`config.mk`:
```
export PLATFORM = sky130hd
export DESIGN_NAME = potctl_cmd_exec
export DESIGN_NICKNAME = d
export VERILOG_FILES = /design/src/rtl/potctl_pkg.sv /design/src/rtl/potctl_decode.sv /design/src/rtl/potctl_tap_reg.sv /design/src/rtl/potctl_slot_bank.sv /design/src/rtl/potctl_cmd_exec.sv
export SDC_FILE = /design/constraint.sdc
export NUM_CORES = 1
export LEC_CHECK = 0
export ABC_AREA = 1
export BUFFER_PORTS_ARGS = -buffer_cell sky130_fd_sc_hd__buf_2
export CAP_MARGIN = 15
export CORE_MARGIN = 2
export CORE_UTILIZATION = 30
export CTS_CLUSTER_SIZE = 24
export DETAILED_ROUTE_END_ITERATION = 8
export PLACE_DENSITY = 0.43
export SLEW_MARGIN = 20
export SYNTH_ARGS = -nofsm -noshare
export SYNTH_HDL_FRONTEND = slang
export SYNTH_SLANG_ARGS = --single-unit
```
`constraint.sdc`:
```
create_clock -name clk -period 7 [get_ports clk]
set_input_delay 1.4 -clock clk [delete_from_list [all_inputs] [get_ports clk]]
set_output_delay 1.4 -clock clk [all_outputs]
set_load 0.02 [all_outputs]
```
`src/rtl/potctl_pkg.sv`:
```
package potctl_pkg;

   localparam int unsigned OPC_W  = 4;
   localparam int unsigned INSN_W = 8;

   typedef enum logic [OPC_W-1:0] {
      OPC_NOP      = 4'd0,
      OPC_RD_TAP   = 4'd1,
      OPC_RD_SLOT  = 4'd2,
      OPC_WR_SLOT  = 4'd3,
      OPC_LD_TAP   = 4'd4,
      OPC_ST_TAP   = 4'd5,
      OPC_SET_TAP  = 4'd6,
      OPC_STEP_UP  = 4'd7,
      OPC_STEP_DN  = 4'd8,
      OPC_RESTORE  = 4'd9
   } potctl_opc_e;

   // one-hot style action flags produced by the decoder
   typedef struct packed {
      logic rd_tap;
      logic rd_slot;
      logic wr_slot;
      logic ld_tap;
      logic st_tap;
      logic set_tap;
      logic step_up;
      logic step_dn;
      logic restore;
   } potctl_act_t;

endpackage

```
`src/rtl/potctl_decode.sv`:
```
module potctl_decode
   import potctl_pkg::*;
#(
   parameter int unsigned CMD_W   = 24,
   parameter int unsigned TAP_W   = 9,
   parameter int unsigned SLOT_AW = 2
) (
   input  logic [CMD_W-1:0]   cmd_word,
   output potctl_act_t        act_o,
   output logic [SLOT_AW-1:0] slot_o,
   output logic [TAP_W-1:0]   value_o,
   output logic [INSN_W-1:0]  insn_o
);

   localparam int unsigned OPC_MSB  = CMD_W - 1;
   localparam int unsigned SLOT_MSB = CMD_W - 1 - OPC_W;

   logic [OPC_W-1:0] opc;

   assign opc     = cmd_word[OPC_MSB -: OPC_W];
   assign slot_o  = cmd_word[SLOT_MSB -: SLOT_AW];
   assign value_o = cmd_word[TAP_W-1:0];
   assign insn_o  = cmd_word[OPC_MSB -: INSN_W];

   always_comb begin
      act_o = '0;
      case (opc)
         OPC_RD_TAP:  act_o.rd_tap  = 1'b1;
         OPC_RD_SLOT: act_o.rd_slot = 1'b1;
         OPC_WR_SLOT: act_o.wr_slot = 1'b1;
         OPC_LD_TAP:  act_o.ld_tap  = 1'b1;
         OPC_ST_TAP:  act_o.st_tap  = 1'b1;
         OPC_SET_TAP: act_o.set_tap = 1'b1;
         OPC_STEP_UP: act_o.step_up = 1'b1;
         OPC_STEP_DN: act_o.step_dn = 1'b1;
         OPC_RESTORE: act_o.restore = 1'b1;
         default:     act_o = '0;
      endcase
   end

endmodule

```
`src/rtl/potctl_tap_reg.sv`:
```
module potctl_tap_reg #(
   parameter int unsigned TAP_W = 9
) (
   input  logic             clk,
   input  logic             rst_n,
   input  logic             load_en,
   input  logic [TAP_W-1:0] load_val,
   input  logic             up_en,
   input  logic             dn_en,
   output logic [TAP_W-1:0] tap_o
);

   localparam logic [TAP_W-1:0] TAP_MAX = {TAP_W{1'b1}};
   localparam logic [TAP_W-1:0] TAP_MIN = '0;

   logic [TAP_W-1:0] tap_q;
   logic [TAP_W-1:0] tap_d;
   logic             at_top;
   logic             at_bot;

   assign at_top = (tap_q == TAP_MAX);
   assign at_bot = (tap_q == TAP_MIN);

   // load has priority; steps stop at the rails
   always_comb begin
      tap_d = tap_q;
      if (load_en)
         tap_d = load_val;
      else if (up_en && !at_top)
         tap_d = tap_q + 1'b1;
      else if (dn_en && !at_bot)
         tap_d = tap_q - 1'b1;
   end

   always_ff @(posedge clk or negedge rst_n) begin
      if (!rst_n)
         tap_q <= '0;
      else
         tap_q <= tap_d;
   end

   assign tap_o = tap_q;

endmodule

```
`src/rtl/potctl_slot_bank.sv`:
```
module potctl_slot_bank #(
   parameter int unsigned      TAP_W    = 9,
   parameter int unsigned      SLOT_AW  = 2,
   parameter int unsigned      RD_LAT   = 2,
   parameter int unsigned      WR_LAT   = 16,
   parameter logic [TAP_W-1:0] BOOT_TAP = '0
) (
   input  logic               clk,
   input  logic               rst_n,
   input  logic               start_rd,
   input  logic               start_wr,
   input  logic [SLOT_AW-1:0] addr,
   input  logic [TAP_W-1:0]   wdata,
   output logic               busy_o,
   output logic               fire_rd_o,
   output logic [TAP_W-1:0]   rd_data_o
);

   localparam int unsigned NSLOT   = 1 << SLOT_AW;
   localparam int unsigned LAT_MAX = (RD_LAT > WR_LAT) ? RD_LAT : WR_LAT;
   localparam int unsigned CNT_W   = $clog2(LAT_MAX + 1);
   localparam logic [CNT_W-1:0] RD_LOAD = CNT_W'(RD_LAT - 1);
   localparam logic [CNT_W-1:0] WR_LOAD = CNT_W'(WR_LAT - 1);

   logic               busy_q;
   logic               is_wr_q;
   logic [SLOT_AW-1:0] addr_q;
   logic [TAP_W-1:0]   wdata_q;
   logic [CNT_W-1:0]   cnt_q;
   logic               last_cyc;
   logic               commit_wr;
   logic [TAP_W-1:0]   slot_rd [NSLOT];

   assign last_cyc  = busy_q && (cnt_q == '0);
   assign commit_wr = last_cyc && is_wr_q;

   // access sequencer; reset leaves a read of slot 0 in flight (boot restore)
   always_ff @(posedge clk or negedge rst_n) begin
      if (!rst_n) begin
         busy_q  <= 1'b1;
         is_wr_q <= 1'b0;
         addr_q  <= '0;
         wdata_q <= '0;
         cnt_q   <= RD_LOAD;
      end else if (busy_q) begin
         if (cnt_q == '0)
            busy_q <= 1'b0;
         else
            cnt_q <= cnt_q - 1'b1;
      end else if (start_rd || start_wr) begin
         busy_q  <= 1'b1;
         is_wr_q <= start_wr;
         addr_q  <= addr;
         wdata_q <= wdata;
         cnt_q   <= start_wr ? WR_LOAD : RD_LOAD;
      end
   end

   for (genvar i = 0; i < NSLOT; i++) begin : g_slot
      logic [TAP_W-1:0] cell_q;
      logic             hit;
      logic [TAP_W-1:0] img;

      assign hit = commit_wr && (addr_q == SLOT_AW'(i));

      if (i == 0) begin : g_boot
         assign img = BOOT_TAP;
      end else begin : g_blank
         assign img = '0;
      end

      always_ff @(posedge clk or negedge rst_n) begin
         if (!rst_n)
            cell_q <= img;
         else if (hit)
            cell_q <= wdata_q;
      end

      assign slot_rd[i] = cell_q;
   end

   assign busy_o    = busy_q;
   assign fire_rd_o = last_cyc && !is_wr_q;
   assign rd_data_o = slot_rd[addr_q];

endmodule

```
`src/rtl/potctl_cmd_exec.sv`:
```
module potctl_cmd_exec
   import potctl_pkg::*;
#(
   parameter int unsigned      CMD_W    = 24,
   parameter int unsigned      TAP_W    = 9,
   parameter int unsigned      SLOT_AW  = 2,
   parameter int unsigned      RD_LAT   = 2,
   parameter int unsigned      WR_LAT   = 16,
   parameter logic [TAP_W-1:0] BOOT_TAP = 9'h100
) (
   input  logic             clk,
   input  logic             rst_n,
   input  logic             cmd_valid,
   input  logic [CMD_W-1:0] cmd_word,
   input  logic             wp_n,
   output logic [TAP_W-1:0] tap_o,
   output logic             busy_o,
   output logic             err_o,
   output logic             rsp_valid_o,
   output logic [CMD_W-1:0] rsp_word_o
);

   localparam int unsigned PAD_W = CMD_W - INSN_W - TAP_W;

   // elaboration-time parameter checks
   if (CMD_W < 16) begin : g_chk_cmd
      $error("CMD_W must hold an instruction byte and a data field");
   end
   if (TAP_W + INSN_W >= CMD_W) begin : g_chk_tap
      $error("TAP_W does not fit below the instruction byte");
   end
   if (SLOT_AW < 1 || SLOT_AW > INSN_W - OPC_W) begin : g_chk_slot
      $error("SLOT_AW must fit in the low nibble of the instruction byte");
   end
   if (RD_LAT < 1 || WR_LAT < 1) begin : g_chk_lat
      $error("access latencies must be at least one cycle");
   end

   potctl_act_t        act;
   logic [SLOT_AW-1:0] slot_sel;
   logic [TAP_W-1:0]   cmd_val;
   logic [INSN_W-1:0]  insn;
   logic               accept;
   logic               start_rd;
   logic               start_wr;
   logic               bank_busy;
   logic               fire_rd;
   logic [TAP_W-1:0]   slot_data;
   logic [TAP_W-1:0]   tap_cur;
   logic               tap_load;
   logic [TAP_W-1:0]   tap_load_val;
   logic               pend_ld_q;
   logic               pend_rsp_q;
   logic [INSN_W-1:0]  pend_insn_q;
   logic               err_q;
   logic               rsp_valid_q;
   logic [CMD_W-1:0]   rsp_word_q;
   logic               rsp_now;
   logic [TAP_W-1:0]   rsp_val;
   logic [INSN_W-1:0]  rsp_insn;

   potctl_decode #(
      .CMD_W   (CMD_W),
      .TAP_W   (TAP_W),
      .SLOT_AW (SLOT_AW)
   ) dec_i (
      .cmd_word (cmd_word),
      .act_o    (act),
      .slot_o   (slot_sel),
      .value_o  (cmd_val),
      .insn_o   (insn)
   );

   assign accept   = cmd_valid && !bank_busy;
   assign start_wr = accept && wp_n && (act.wr_slot || act.st_tap);
   assign start_rd = accept && (act.rd_slot || act.ld_tap || act.restore);

   potctl_slot_bank #(
      .TAP_W    (TAP_W),
      .SLOT_AW  (SLOT_AW),
      .RD_LAT   (RD_LAT),
      .WR_LAT   (WR_LAT),
      .BOOT_TAP (BOOT_TAP)
   ) bank_i (
      .clk       (clk),
      .rst_n     (rst_n),
      .start_rd  (start_rd),
      .start_wr  (start_wr),
      .addr      (act.restore ? '0 : slot_sel),
      .wdata     (act.st_tap ? tap_cur : cmd_val),
      .busy_o    (bank_busy),
      .fire_rd_o (fire_rd),
      .rd_data_o (slot_data)
   );

   // purpose of the read in flight; reset implies the boot restore
   always_ff @(posedge clk or negedge rst_n) begin
      if (!rst_n) begin
         pend_ld_q   <= 1'b1;
         pend_rsp_q  <= 1'b0;
         pend_insn_q <= '0;
      end else if (start_rd) begin
         pend_ld_q   <= act.ld_tap || act.restore;
         pend_rsp_q  <= act.rd_slot;
         pend_insn_q <= insn;
      end
   end

   assign tap_load     = (accept && act.set_tap) || (fire_rd && pend_ld_q);
   assign tap_load_val = fire_rd ? slot_data : cmd_val;

   potctl_tap_reg #(
      .TAP_W (TAP_W)
   ) tap_i (
      .clk      (clk),
      .rst_n    (rst_n),
      .load_en  (tap_load),
      .load_val (tap_load_val),
      .up_en    (accept && act.step_up),
      .dn_en    (accept && act.step_dn),
      .tap_o    (tap_cur)
   );

   assign rsp_now  = (accept && act.rd_tap) || (fire_rd && pend_rsp_q);
   assign rsp_val  = fire_rd ? slot_data : tap_cur;
   assign rsp_insn = fire_rd ? pend_insn_q : insn;

   always_ff @(posedge clk or negedge rst_n) begin
      if (!rst_n) begin
         rsp_valid_q <= 1'b0;
         rsp_word_q  <= '0;
         err_q       <= 1'b0;
      end else begin
         rsp_valid_q <= rsp_now;
         if (rsp_now)
            rsp_word_q <= {rsp_insn, {PAD_W{1'b0}}, rsp_val};
         if (cmd_valid && bank_busy)
            err_q <= 1'b1;
      end
   end

   assign tap_o       = tap_cur;
   assign busy_o      = bank_busy;
   assign err_o       = err_q;
   assign rsp_valid_o = rsp_valid_q;
   assign rsp_word_o  = rsp_word_q;

endmodule

```
==> results of run 1 <==
## routing by layer
layer  share of wire, %  wire, µm
met1                 50      6250
met2                 46      5750
met3                2.5       313
met4                1.7       218
met5                  0         0
## worst register-to-register path, delay by kind of cell (launching register included)
kind	cells	cell delay, ns
flops	1	0.57
simple gates	6	0.54
buf+inv	1	0.06
fa+ha+maj	1	0.42
compound gates	4	1.14
## metrics by stage
stage,utilization [%],cells
finish,35.5,864
global route,35.5,864
CTS,35.5,864
detailed placement,33.5,848
global placement,33.5,848
floorplan,-,609
## kinds of logic (layout without fill, tap and decap cells)
group | count (synthesis) | after routing | synth area share, %
compound gates | 104 | 104 | 12.1
xor+xnor | 2 | 2 | 0.371
fa+ha+maj | 9 | 9 | 2.54
buf+inv | 65 | 109 | 6.38
flops | 92 | 92 | 48.8
other cells | 1 | 7 | 0.0793
simple gates | 330 | 330 | 29.8
## state kept, by name (all words and copies together) (netlist names)
signal / cells
rsp_word_o: 17
tap_i.tap_o: 9
bank_i.cnt_q: 5
pend_ld_q: 1
bank_i.is_wr_q: 1
pend_insn_q: 8
bank_i.wdata_q: 9
rsp_valid_o: 1
err_o: 1
pend_rsp_q: 1
bank_i.g_slot.cell_q: 36
bank_i.addr_q: 2
bank_i.busy_o: 1
## placed cells by master (no fill, tap or decap), drive strengths merged, types with 2 or more instances in the layout
master | synthesis | routed
a21oi | 10 | 10
a31oi | 23 | 23
buf | 14 | 50
clkbuf | 8 | 11
clkinv | 1 | 3
conb | 1 | 7
dfrtp | 88 | 88
dfstp | 4 | 4
ha | 8 | 8
inv | 42 | 43
nand2 | 237 | 237
nand3 | 29 | 29
nand4 | 10 | 10
nor2 | 51 | 51
o21ai | 67 | 67
xor2 | 2 | 2
## layout make-up
class	instances	area, µm²
Clock buffer	11	243
Timing Repair Buffer	50	255
Inverter	43	164
Fill cell	1663	9880
Tap cell	211	264
Sequential cell	92	2310
Clock inverter	5	60.1
Multi-Input combinational cell	452	2140
## synth_stat cells, drive strengths merged
| library cell | count |
|---|---|
| dfrtp | 88 |
| o211ai | 1 |
| nand3 | 29 |
| o21a | 1 |
| inv | 42 |
| nand2 | 237 |
| clkbuf | 8 |
| nor2 | 51 |
| o21ai | 67 |
| clkinv | 1 |
| nand4 | 10 |
| a31oi | 23 |
| xor2 | 2 |
| nand3b | 1 |
| nor3 | 1 |
| fa | 1 |
| o21bai | 1 |
| or2 | 1 |
| a21oi | 10 |
| a21o | 1 |
| ha | 8 |
| dfstp | 4 |
| conb | 1 |
| buf | 14 |
## worst paths after layout
check                               start                    endpoint  slack [ns]  cells after the start
max                          cmd_word[23]              tap_i.tap_o[8]        3.80                     13
min                             pend_ld_q                   pend_ld_q        0.46                      2
max reg2reg                tap_i.tap_o[0]              tap_i.tap_o[8]        4.22                     12
min reg2reg                     pend_ld_q                   pend_ld_q        0.46                      2
max in group asynchronous           rst_n              rsp_word_o[20]        4.87                      2
min in group asynchronous           rst_n  bank_i.g_slot[2].cell_q[3]        0.93                      1
## power groups by stage
| stage | combinational (mW) | clock (mW) | sequential (mW) |
|---|---|---|---|
| floorplan | 0.605 | 0 | 0.979 |
| global placement | 0.918 | 0 | 0.941 |
| detailed placement | 0.930 | 0 | 0.948 |
| CTS | 0.932 | 0.516 | 0.939 |
| global route | 1.06 | 0.537 | 0.974 |
| finish | 0.915 | 0.502 | 0.937 |
==> impl_metrics.csv, run 1 <==
group,metric,value,unit
grt,grt_first_pass_wirelength,20.3,mm
worst_setup_path,worst_ep_arrival_time,3.49,ns
worst_setup_path,endpoint_kind,"flop",
clocking,cts_made_buffers,9,
timing,final-hold-violation-count,0,
synth,synth_area,4730,µm²
grt,grt_most_used_layer,"met2",
worst_setup_path,cell_type_with_the_highest_occurrence_count_on_the_critical_path,"sky130_fd_sc_hd__a21oi_1",
pwr,p_comb_share,38.9,%
synth,synth_sequential_area_ratio,48.8,%
worst_setup_path,cpPeakStageDelay,0.42,ns
timing,setup_viol,0,
final_layout,insertedDiodeCount,0,
final_layout,final_design_area_excluding_fillers,5430,µm²
synth,yosysTopAreaCellShare,46.6,%
route,route.detailed.drc,0,
synth,synthesis.area_per_instance,7.84,µm²
worst_setup_path,timing.critical_path.max_delay_family,"compound AO/OA/AOI/OAI gates",
route,via_per_inst,4.57,
pwr,cellInternalPower,1.37,mW
grt,global_route.usage.met2,25.3,%
pwr,vdd_drop_max,0.000211,V
die,dieArea,16800,µm²
worst_setup_path,critical_path.n_buffers_inverters,3,
synth,syn-instance-count,603,
die,fp.coreArea,15300,µm²
placed_design,gp_routability_congestion,0.799,
final_layout,layout-drive-gt1-share,14.1,%
synth,synthTopCellsByArea,"sky130_fd_sc_hd__dfrtp_1 47%, sky130_fd_sc_hd__nand2_1 18%, sky130_fd_sc_hd__o21ai_0 6.1%",
pwr,power.share.sequential,39.8,%
worst_setup_path,timing.critical_path.cells,"buf_2 -> inv_1 -> nand4_1 -> nor2_1 -> o21ai_1 -> ha_1 -> a21oi_1 -> nand2_1 -> a21oi_1 -> inv_1 -> nand2_1 -> nand3_1 -> a21oi_1",
pwr,power,2.35,mW
final_layout,finish.net_count,685,
clocking,htree_num_levels,3,
clocking,clockBufferDepth,2,
timing,transition_time_at_the_pin_with_the_least_slew_margin,0.901,ns
clocking,tritoncts,"yes",
grt,initial_antenna_violation_count,0,
worst_setup_path,start_kind,"input port",
timing,fin_hold_ws,0.464,ns
placed_design,place_ws,3.37,ns
die,die_height,130,µm
timing,period_needed,3.20,ns
worst_setup_path,critPathMaxFanout,9,
grt,grt_use_total,16.0,%
pwr,netSwitchingFraction,42.0,%
clocking,ctsResizeCount,0,
synth,synth.yosys.warnings,0,
route,route.detailed.wl_per_inst,14.5,µm
final_layout,flow.area_growth_from_synthesis,15.0,%
grt,grt_util_met3,2.19,%
clocking,skew_pair_late_insertion_delay,0.36,ns
worst_setup_path,worstSetupPathType,"input port to flop",
placed_design,placed_area,5130,µm²
timing,max_freq,312,MHz
die,die_x,130,µm
route,drt-total-wl,12.5,mm
die,floorplan.initialDensity,30.9,%
timing,fin_crit_sh,45.8,%
placed_design,dp_hpwl,8.97,mm
timing,final-max-slew-violation-count,0,
worst_hold_path,timing.hold.worst.class,"flop to flop",
clocking,clk_root_buffer_cell,"sky130_fd_sc_hd__clkbuf_16",
clocking,clock-sinks,92,
timing,finalWorstSetupSlack,3.80,ns
grt,maximum_number_of_pins_on_one_net_before_global_route_repair,71,
die,io_pins,64,
run_status,status,"complete, no violations",
pwr,power.density_cell_area,433,nW/µm²
grt,first_global_vias,3721,
clocking,clk_transition_reported_paths,0.06,ns
clocking,holdBufCountCts,0,
timing,fin_tns_setup,0,ns
placed_design,numPortBuffers,49,
grt,grtUsageMet1,22.0,%
timing,relSlewSlack,39.9,%
route,detail_route.first_pass.iterations,4,
die,rows,45,
synth,synth_largest_area_cell,"sky130_fd_sc_hd__dfrtp_1",
grt,grt_remaining_overflow,0,
timing,final.setup_skew,0.00917,ns
route,first_iter_violations,284,
clocking,post_cts_buffers,0,
pwr,power.share.clock,21.3,%
pwr,switching_power,0.988,mW
route,routed-via-count,3951,
route,detail-route-antenna-nets,0,
pwr,cellLeakagePower,2.62,nW
synth,yosys.cell_types.count,38,
timing,rsz0062_at_grt,"false",
worst_setup_path,worst_ep_required_time,7.28,ns
worst_setup_path,crit_slowest_cell,"sky130_fd_sc_hd__o21ai_1",
job,cap_viol_max_count,0,
synth,yosys_register_bits,92,
(Power assumes the default switching activity.)
==> run 2: changes to the inputs <==
==> constraint.sdc (replaced) <==
create_clock -name clk -period 3.1 [get_ports clk]
set_input_delay 0.62 -clock clk [delete_from_list [all_inputs] [get_ports clk]]
set_output_delay 0.62 -clock clk [all_outputs]
set_load 0.02 [all_outputs]
==> run 2 against run 1 <==
Against the previous run:
- utilization up 0.84 points
- worst setup slack worse by 3.4 ns
- worst hold slack worse by 0.24 ns
==> impl_metrics.csv, run 2 (same netlist as run 1, synthesis figures left out) <==
group,metric,value,unit
run_status,status,"complete, no violations",
die,io_pins,64,
die,rows,45,
final_layout,largest_register,"bank_i.g_slot.cell_q",
pwr,cellLeakagePower,2.70,nW
worst_setup_path,timing.reg2reg.setup_slack,0.37,ns
clocking,clk_transition_reported_paths,0.06,ns
route,wirelength_met1,6.28,mm
placed_design,numPortBuffers,49,
route,drt-total-wl,12.9,mm
route,first_iter_violations,204,
final_layout,insertedDiodeCount,0,
placed_design,placed_cell_count,860,
route,routed.top_layer,"met4",
final_layout,fillCellCount,1654,
final_layout,finish.net_count,697,
route,route.detailed.wl_per_inst,14.7,µm
timing,max_freq,366,MHz
clocking,clockBufferDepth,2,
clocking,tritoncts,"yes",
worst_hold_path,timing.hold.worst.class,"input port to async pin",
die,dieArea,16800,µm²
pwr,vdd_drop_max,0.000472,V
worst_setup_path,worst_ep_arrival_time,3.02,ns
clocking,post_cts_buffers,0,
final_layout,layout-drive-gt1-share,15.6,%
clocking,cts_made_buffers,9,
die,floorplan.initialDensity,30.9,%
timing,period_needed,2.73,ns
final_layout,final-instance-count-excl-fill,876,
grt,grt_first_pass_wirelength,21.3,mm
timing,final-max-slew-violation-count,0,
worst_setup_path,worst_flop_to_flop_path_endpoint,"tap_i.tap_o[8]",
timing,rsz0062_at_grt,"false",
pwr,power,5.54,mW
grt,grt_remaining_overflow,0,
pwr,cellInternalPower,3.30,mW
final_layout,largest_register_ffs,36,
timing,final-hold-violation-count,0,
grt,first_global_vias,3995,
grt,maximum_number_of_pins_on_one_net_before_global_route_repair,36,
pwr,switching_power,2.25,mW
worst_setup_path,worstSetupPathType,"flop to flop",
die,fp.coreArea,15300,µm²
job,cap_viol_max_count,0,
worst_setup_path,worst_setup_path_endpoint,"tap_i.tap_o[8]",
placed_design,gp_routability_congestion,0.827,
timing,fin_tns_setup,0,ns
route,route.detailed.drc,0,
pwr,power.share.sequential,36.8,%
die,die_height,130,µm
pwr,power.share.clock,22.9,%
grt,grt_use_total,16.7,%
route,routed-via-count,4076,
timing,fin_crit_sh,88.2,%
clocking,clock-sinks,92,
die,die_x,130,µm
route,detail-route-antenna-nets,0,
timing,setup_viol,0,
clocking,ctsResizeCount,0,
pwr,netSwitchingFraction,40.5,%
placed_design,dp_hpwl,9.43,mm
clocking,holdBufCountCts,0,
pwr,power.density_cell_area,997,nW/µm²
final_layout,mostFrequentLayoutCell,"sky130_fd_sc_hd__nand2_1",
final_layout,leading_cell_types_in_the_layout_fill_and_taps_excluded,"231 x sky130_fd_sc_hd__nand2_1, 88 x sky130_fd_sc_hd__dfrtp_1, 58 x sky130_fd_sc_hd__o21ai_0, 48 x sky130_fd_sc_hd__buf_2, 45 x sky130_fd_sc_hd__nor2_1",
route,wl_met2,6.01,mm
worst_setup_path,critical_path.reg2reg.startpoint,"tap_i.tap_o[1]",
route,via_per_inst,4.65,
timing,transition_time_at_the_pin_with_the_least_slew_margin,0.786,ns
route,route.met3.wl,325,µm
worst_setup_path,critPathMaxFanout,9,
clocking,clk_root_buffer_cell,"sky130_fd_sc_hd__clkbuf_16",
worst_setup_path,critical_path.startpoint,"tap_i.tap_o[1]",
timing,relSlewSlack,47.3,%
worst_setup_path,endpoint_kind,"flop",
clocking,htree_num_levels,3,
grt,initial_antenna_violation_count,0,
route,detail_route.first_pass.iterations,5,
timing,final.setup_skew,0.00671,ns
clocking,skew_pair_late_insertion_delay,0.35,ns
worst_setup_path,reg2regPathDepth,12,
final_layout,flow.area_growth_from_synthesis,17.7,%
pwr,p_comb_share,40.3,%
worst_setup_path,start_kind,"flop",
worst_setup_path,worst_ep_required_time,3.38,ns
## run 2: worst max-delay path, stage by stage, from the launching register on
cell,delay (ns)
sky130_fd_sc_hd__dfrtp_1,0.50
sky130_fd_sc_hd__nand2_1,0.09
sky130_fd_sc_hd__nor2_1,0.14
sky130_fd_sc_hd__nand2_1,0.09
sky130_fd_sc_hd__o21ai_1,0.62
sky130_fd_sc_hd__ha_1,0.41
sky130_fd_sc_hd__a21oi_1,0.17
sky130_fd_sc_hd__nand2_1,0.12
sky130_fd_sc_hd__a21oi_1,0.20
sky130_fd_sc_hd__inv_1,0.06
sky130_fd_sc_hd__nand2_1,0.06
sky130_fd_sc_hd__nand3_1,0.06
sky130_fd_sc_hd__a21oi_1,0.14
## run 2: per-layer routing
layer  up-vias  GRT usage, %
met2        66          26.5
met1      1931          22.9
met5         -             0
li1       2063             -
met3        16          2.48
met4         0          6.89
## run 2: metrics by stage
stage / cell area, µm² / hold slack [ns] / setup slack (ns) / utilization [%]
2_1_floorplan: 4750 / 0.324 / 0.767 / -
3_3_place_gp: 5220 / 0.433 / 0.308 / 34.1
3_5_place_dp: 5220 / 0.449 / 0.297 / 34.1
4_1_cts: 5560 / 0.241 / 0.353 / 36.3
5_1_grt: 5560 / 0.262 / 0.0590 / 36.3
6_report: 5560 / 0.229 / 0.365 / 36.3
## run 2: worst min-delay path by stage
stage / endpoint / slack, ns
final: bank_i.g_slot[2].cell_q[5] / 0.23
after detailed placement: err_o / 0.45
after floorplan: bank_i.addr_q[0] / 0.32
after global routing: bank_i.g_slot[2].cell_q[5] / 0.26
after global placement: err_o / 0.43
after CTS: bank_i.g_slot[2].cell_q[5] / 0.24
## run 2: power groups by stage
| stage | clock [mW] | combinational [mW] | sequential [mW] |
|---|---|---|---|
| after floorplan | 0 | 1.37 | 2.21 |
| after global placement | 0 | 2.23 | 2.05 |
| after detailed placement | 0 | 2.26 | 2.06 |
| after CTS | 1.30 | 2.27 | 2.04 |
| after global routing | 1.35 | 2.59 | 2.11 |
| final | 1.27 | 2.23 | 2.04 |
## run 2: area by class of cell
| class | instances | area (µm²) | share of cell area [%] |
|---|---|---|---|
| well taps | 211 | 264 | 4.75 |
| multi-input cells | 452 | 2140 | 38.5 |
| inverters | 43 | 164 | 2.95 |
| flip-flops and latches | 92 | 2310 | 41.5 |
| clock inverters | 6 | 113 | 2.02 |
| repair buffers | 62 | 345 | 6.21 |
| clock buffers | 10 | 229 | 4.12 |
==> run 3: changes to the inputs <==
--- a/config.mk
+++ b/config.mk
@@ -13,6 +13,7 @@
 export CTS_CLUSTER_SIZE = 24
 export DETAILED_ROUTE_END_ITERATION = 8
 export PLACE_DENSITY = 0.43
+export RECOVER_POWER = 25
 export SLEW_MARGIN = 20
 export SYNTH_ARGS = -nofsm -noshare
 export SYNTH_HDL_FRONTEND = slang
==> run 3 against run 2 <==
Against the previous run:
- the run now ends with max-capacitance violations, max-slew violations left
- non-clock buffer count is the same
- clock power about the same
- register-to-register slack lost 0.03 ns
- critical path type unchanged
- largest cell class unchanged
==> impl_metrics.csv, run 3 (same netlist as run 1, synthesis figures left out) <==
group,metric,value,unit
worst_setup_path,cell_type_with_the_highest_occurrence_count_on_the_critical_path,"sky130_fd_sc_hd__a21oi_1",
grt,grt_first_pass_wirelength,21.3,mm
timing,fin_hold_ws,0.462,ns
timing,fin_crit_sh,89.3,%
final_layout,layout.area.seq,2310,µm²
worst_setup_path,worst_ep_arrival_time,3.05,ns
clocking,skew_pair_late_insertion_delay,0.35,ns
worst_setup_path,cpPeakStageDelay,0.68,ns
worst_setup_path,endpoint_kind,"flop",
route,drt-total-wl,12.9,mm
grt,grt_use_total,16.7,%
pwr,cellInternalPower,3.29,mW
timing,setup_viol,0,
clocking,ctsResizeCount,0,
clocking,clockBufferDepth,2,
clocking,cts_made_buffers,9,
grt,grt_remaining_overflow,0,
final_layout,largest_register_ffs,36,
grt,initial_antenna_violation_count,0,
timing,period_needed,2.77,ns
pwr,p_comb_share,40.3,%
grt,first_global_vias,3995,
timing,max_freq,361,MHz
die,rows,45,
die,die_height,130,µm
timing,transition_time_at_the_pin_with_the_least_slew_margin,2.01,ns
pwr,power.share.sequential,36.8,%
timing,relSlewSlack,-33.8,%
run_status,status,"complete, but fails checks",
worst_setup_path,worstSetupPathType,"flop to flop",
run_status,violations,"max-capacitance violations, max-slew violations",
pwr,power,5.54,mW
worst_setup_path,start_kind,"flop",
worst_setup_path,critical_path.startpoint,"bank_i.busy_o",
placed_design,dp_hpwl,9.43,mm
worst_hold_path,timing.hold.worst.class,"flop to flop",
job,cap_viol_max_count,1,
route,detail-route-antenna-nets,0,
final_layout,largest_register,"bank_i.g_slot.cell_q",
worst_setup_path,critical_path.reg2reg.startpoint,"bank_i.busy_o",
clocking,clk_root_buffer_cell,"sky130_fd_sc_hd__clkbuf_16",
timing,final-hold-violation-count,0,
die,die_x,130,µm
route,routed-via-count,4075,
clocking,clock-sinks,92,
route,detail_route.first_pass.iterations,5,
timing,fin_tns_setup,0,ns
worst_hold_path,beginning_of_the_worst_hold_path,"err_o",
worst_setup_path,crit_slowest_cell,"sky130_fd_sc_hd__dfstp_1",
pwr,netSwitchingFraction,40.6,%
pwr,switching_power,2.25,mW
final_layout,mostFrequentLayoutCell,"sky130_fd_sc_hd__nand2_1",
die,dieArea,16800,µm²
clocking,holdBufCountCts,0,
die,fp.coreArea,15300,µm²
placed_design,gp_routability_congestion,0.827,
worst_setup_path,timing.critical_path.cells,"inv_1 -> nand2_2 -> nor2_1 -> o21ai_1 -> ha_1 -> a21oi_1 -> nand2_1 -> a21oi_1 -> inv_1 -> nand2_1 -> nand3_1 -> a21oi_1",
pwr,power.density_cell_area,998,nW/µm²
final_layout,layout-drive-gt1-share,15.3,%
final_layout,insertedDiodeCount,0,
die,io_pins,64,
clocking,post_cts_buffers,0,
route,via_per_inst,4.65,
timing,final-max-slew-violation-count,36,
grt,maximum_number_of_pins_on_one_net_before_global_route_repair,36,
route,first_iter_violations,199,
final_layout,leading_cell_types_in_the_layout_fill_and_taps_excluded,"231 x sky130_fd_sc_hd__nand2_1, 88 x sky130_fd_sc_hd__dfrtp_1, 58 x sky130_fd_sc_hd__o21ai_0, 48 x sky130_fd_sc_hd__buf_2, 45 x sky130_fd_sc_hd__nor2_1",
placed_design,numPortBuffers,49,
final_layout,finish.net_count,697,
route,route.detailed.wl_per_inst,14.7,µm
timing,rsz0062_at_grt,"false",
pwr,cellLeakagePower,2.70,nW
clocking,htree_num_levels,3,
pwr,power.share.clock,22.9,%
die,floorplan.initialDensity,30.9,%
clocking,clk_transition_reported_paths,0.06,ns
placed_design,placed_area,5220,µm²
final_layout,final_design_area_excluding_fillers,5550,µm²
timing,final.setup_skew,0.00664,ns
clocking,tritoncts,"yes",
final_layout,multi_input_combinational_cell_area,2140,µm²
pwr,vdd_drop_max,0.000472,V
worst_setup_path,critPathMaxFanout,9,
route,route.detailed.drc,0,
final_layout,flow.area_growth_from_synthesis,17.5,%
final_layout,fillCellCount,1656,
worst_setup_path,worst_ep_required_time,3.38,ns
-- run 3: worst paths after layout --
| kind | to | slack [ns] | cells after the start |
|---|---|---|---|
| max in group asynchronous | tap_i.tap_o[1] | 0.82 | 2 |
| worst min-delay path | err_o | 0.46 | 1 |
| min in group asynchronous | bank_i.g_slot[2].cell_q[5] | 0.84 | 1 |
| worst max-delay path | tap_i.tap_o[8] | 0.33 | 12 |
| worst min register to register | err_o | 0.46 | 1 |
| worst max register to register | tap_i.tap_o[8] | 0.33 | 12 |
-- run 3: metrics by stage --
| step | worst slack, ns | utilization [%] | cells |
|---|---|---|---|
| 6_report | 0.331 | 36.3 | 876 |
| 2_1_floorplan | 0.767 | - | 609 |
| 3_3_place_gp | 0.308 | 34.1 | 860 |
| 4_1_cts | 0.353 | 36.3 | 876 |
| 5_1_grt | 0.0590 | 36.3 | 876 |
| 3_5_place_dp | 0.297 | 34.1 | 860 |
-- run 3: power groups by stage --
stage | clock network, mW | registers (mW) | logic (mW)
finish | 1.27 | 2.04 | 2.23
global route | 1.35 | 2.11 | 2.59
CTS | 1.30 | 2.04 | 2.27
detailed placement | 0 | 2.06 | 2.26
global placement | 0 | 2.05 | 2.23
floorplan | 0 | 2.21 | 1.37
-- run 3: layout make-up --
class,count,share of cell area [%]
Tap cell,211,4.75
Multi-Input combinational cell,452,38.5
Timing Repair Buffer,62,6.06
Clock buffer,10,4.12
Sequential cell,92,41.5
Clock inverter,6,2.03
Inverter,43,2.95
-- run 3: worst max-delay path: cells and delay by family, from the launching register on --
family,cells,cell delay (ns)
AOI/OAI and AO/OA,4,0.93
buffers and inverters,2,0.20
adders and majority gates,1,0.41
and+or+nand+nor,5,0.47
DFF,1,0.68
-- run 3: per-layer routing --
metal,vias to the layer above,share of wire [%],track usage [%],routed length (µm)
met1,1937,49,22.9,6290
met4,0,2.3,6.89,293
met2,59,47,26.5,6030
met3,17,2.3,2.48,299
met5,-,0,0,0
li1,2062,-,-,-
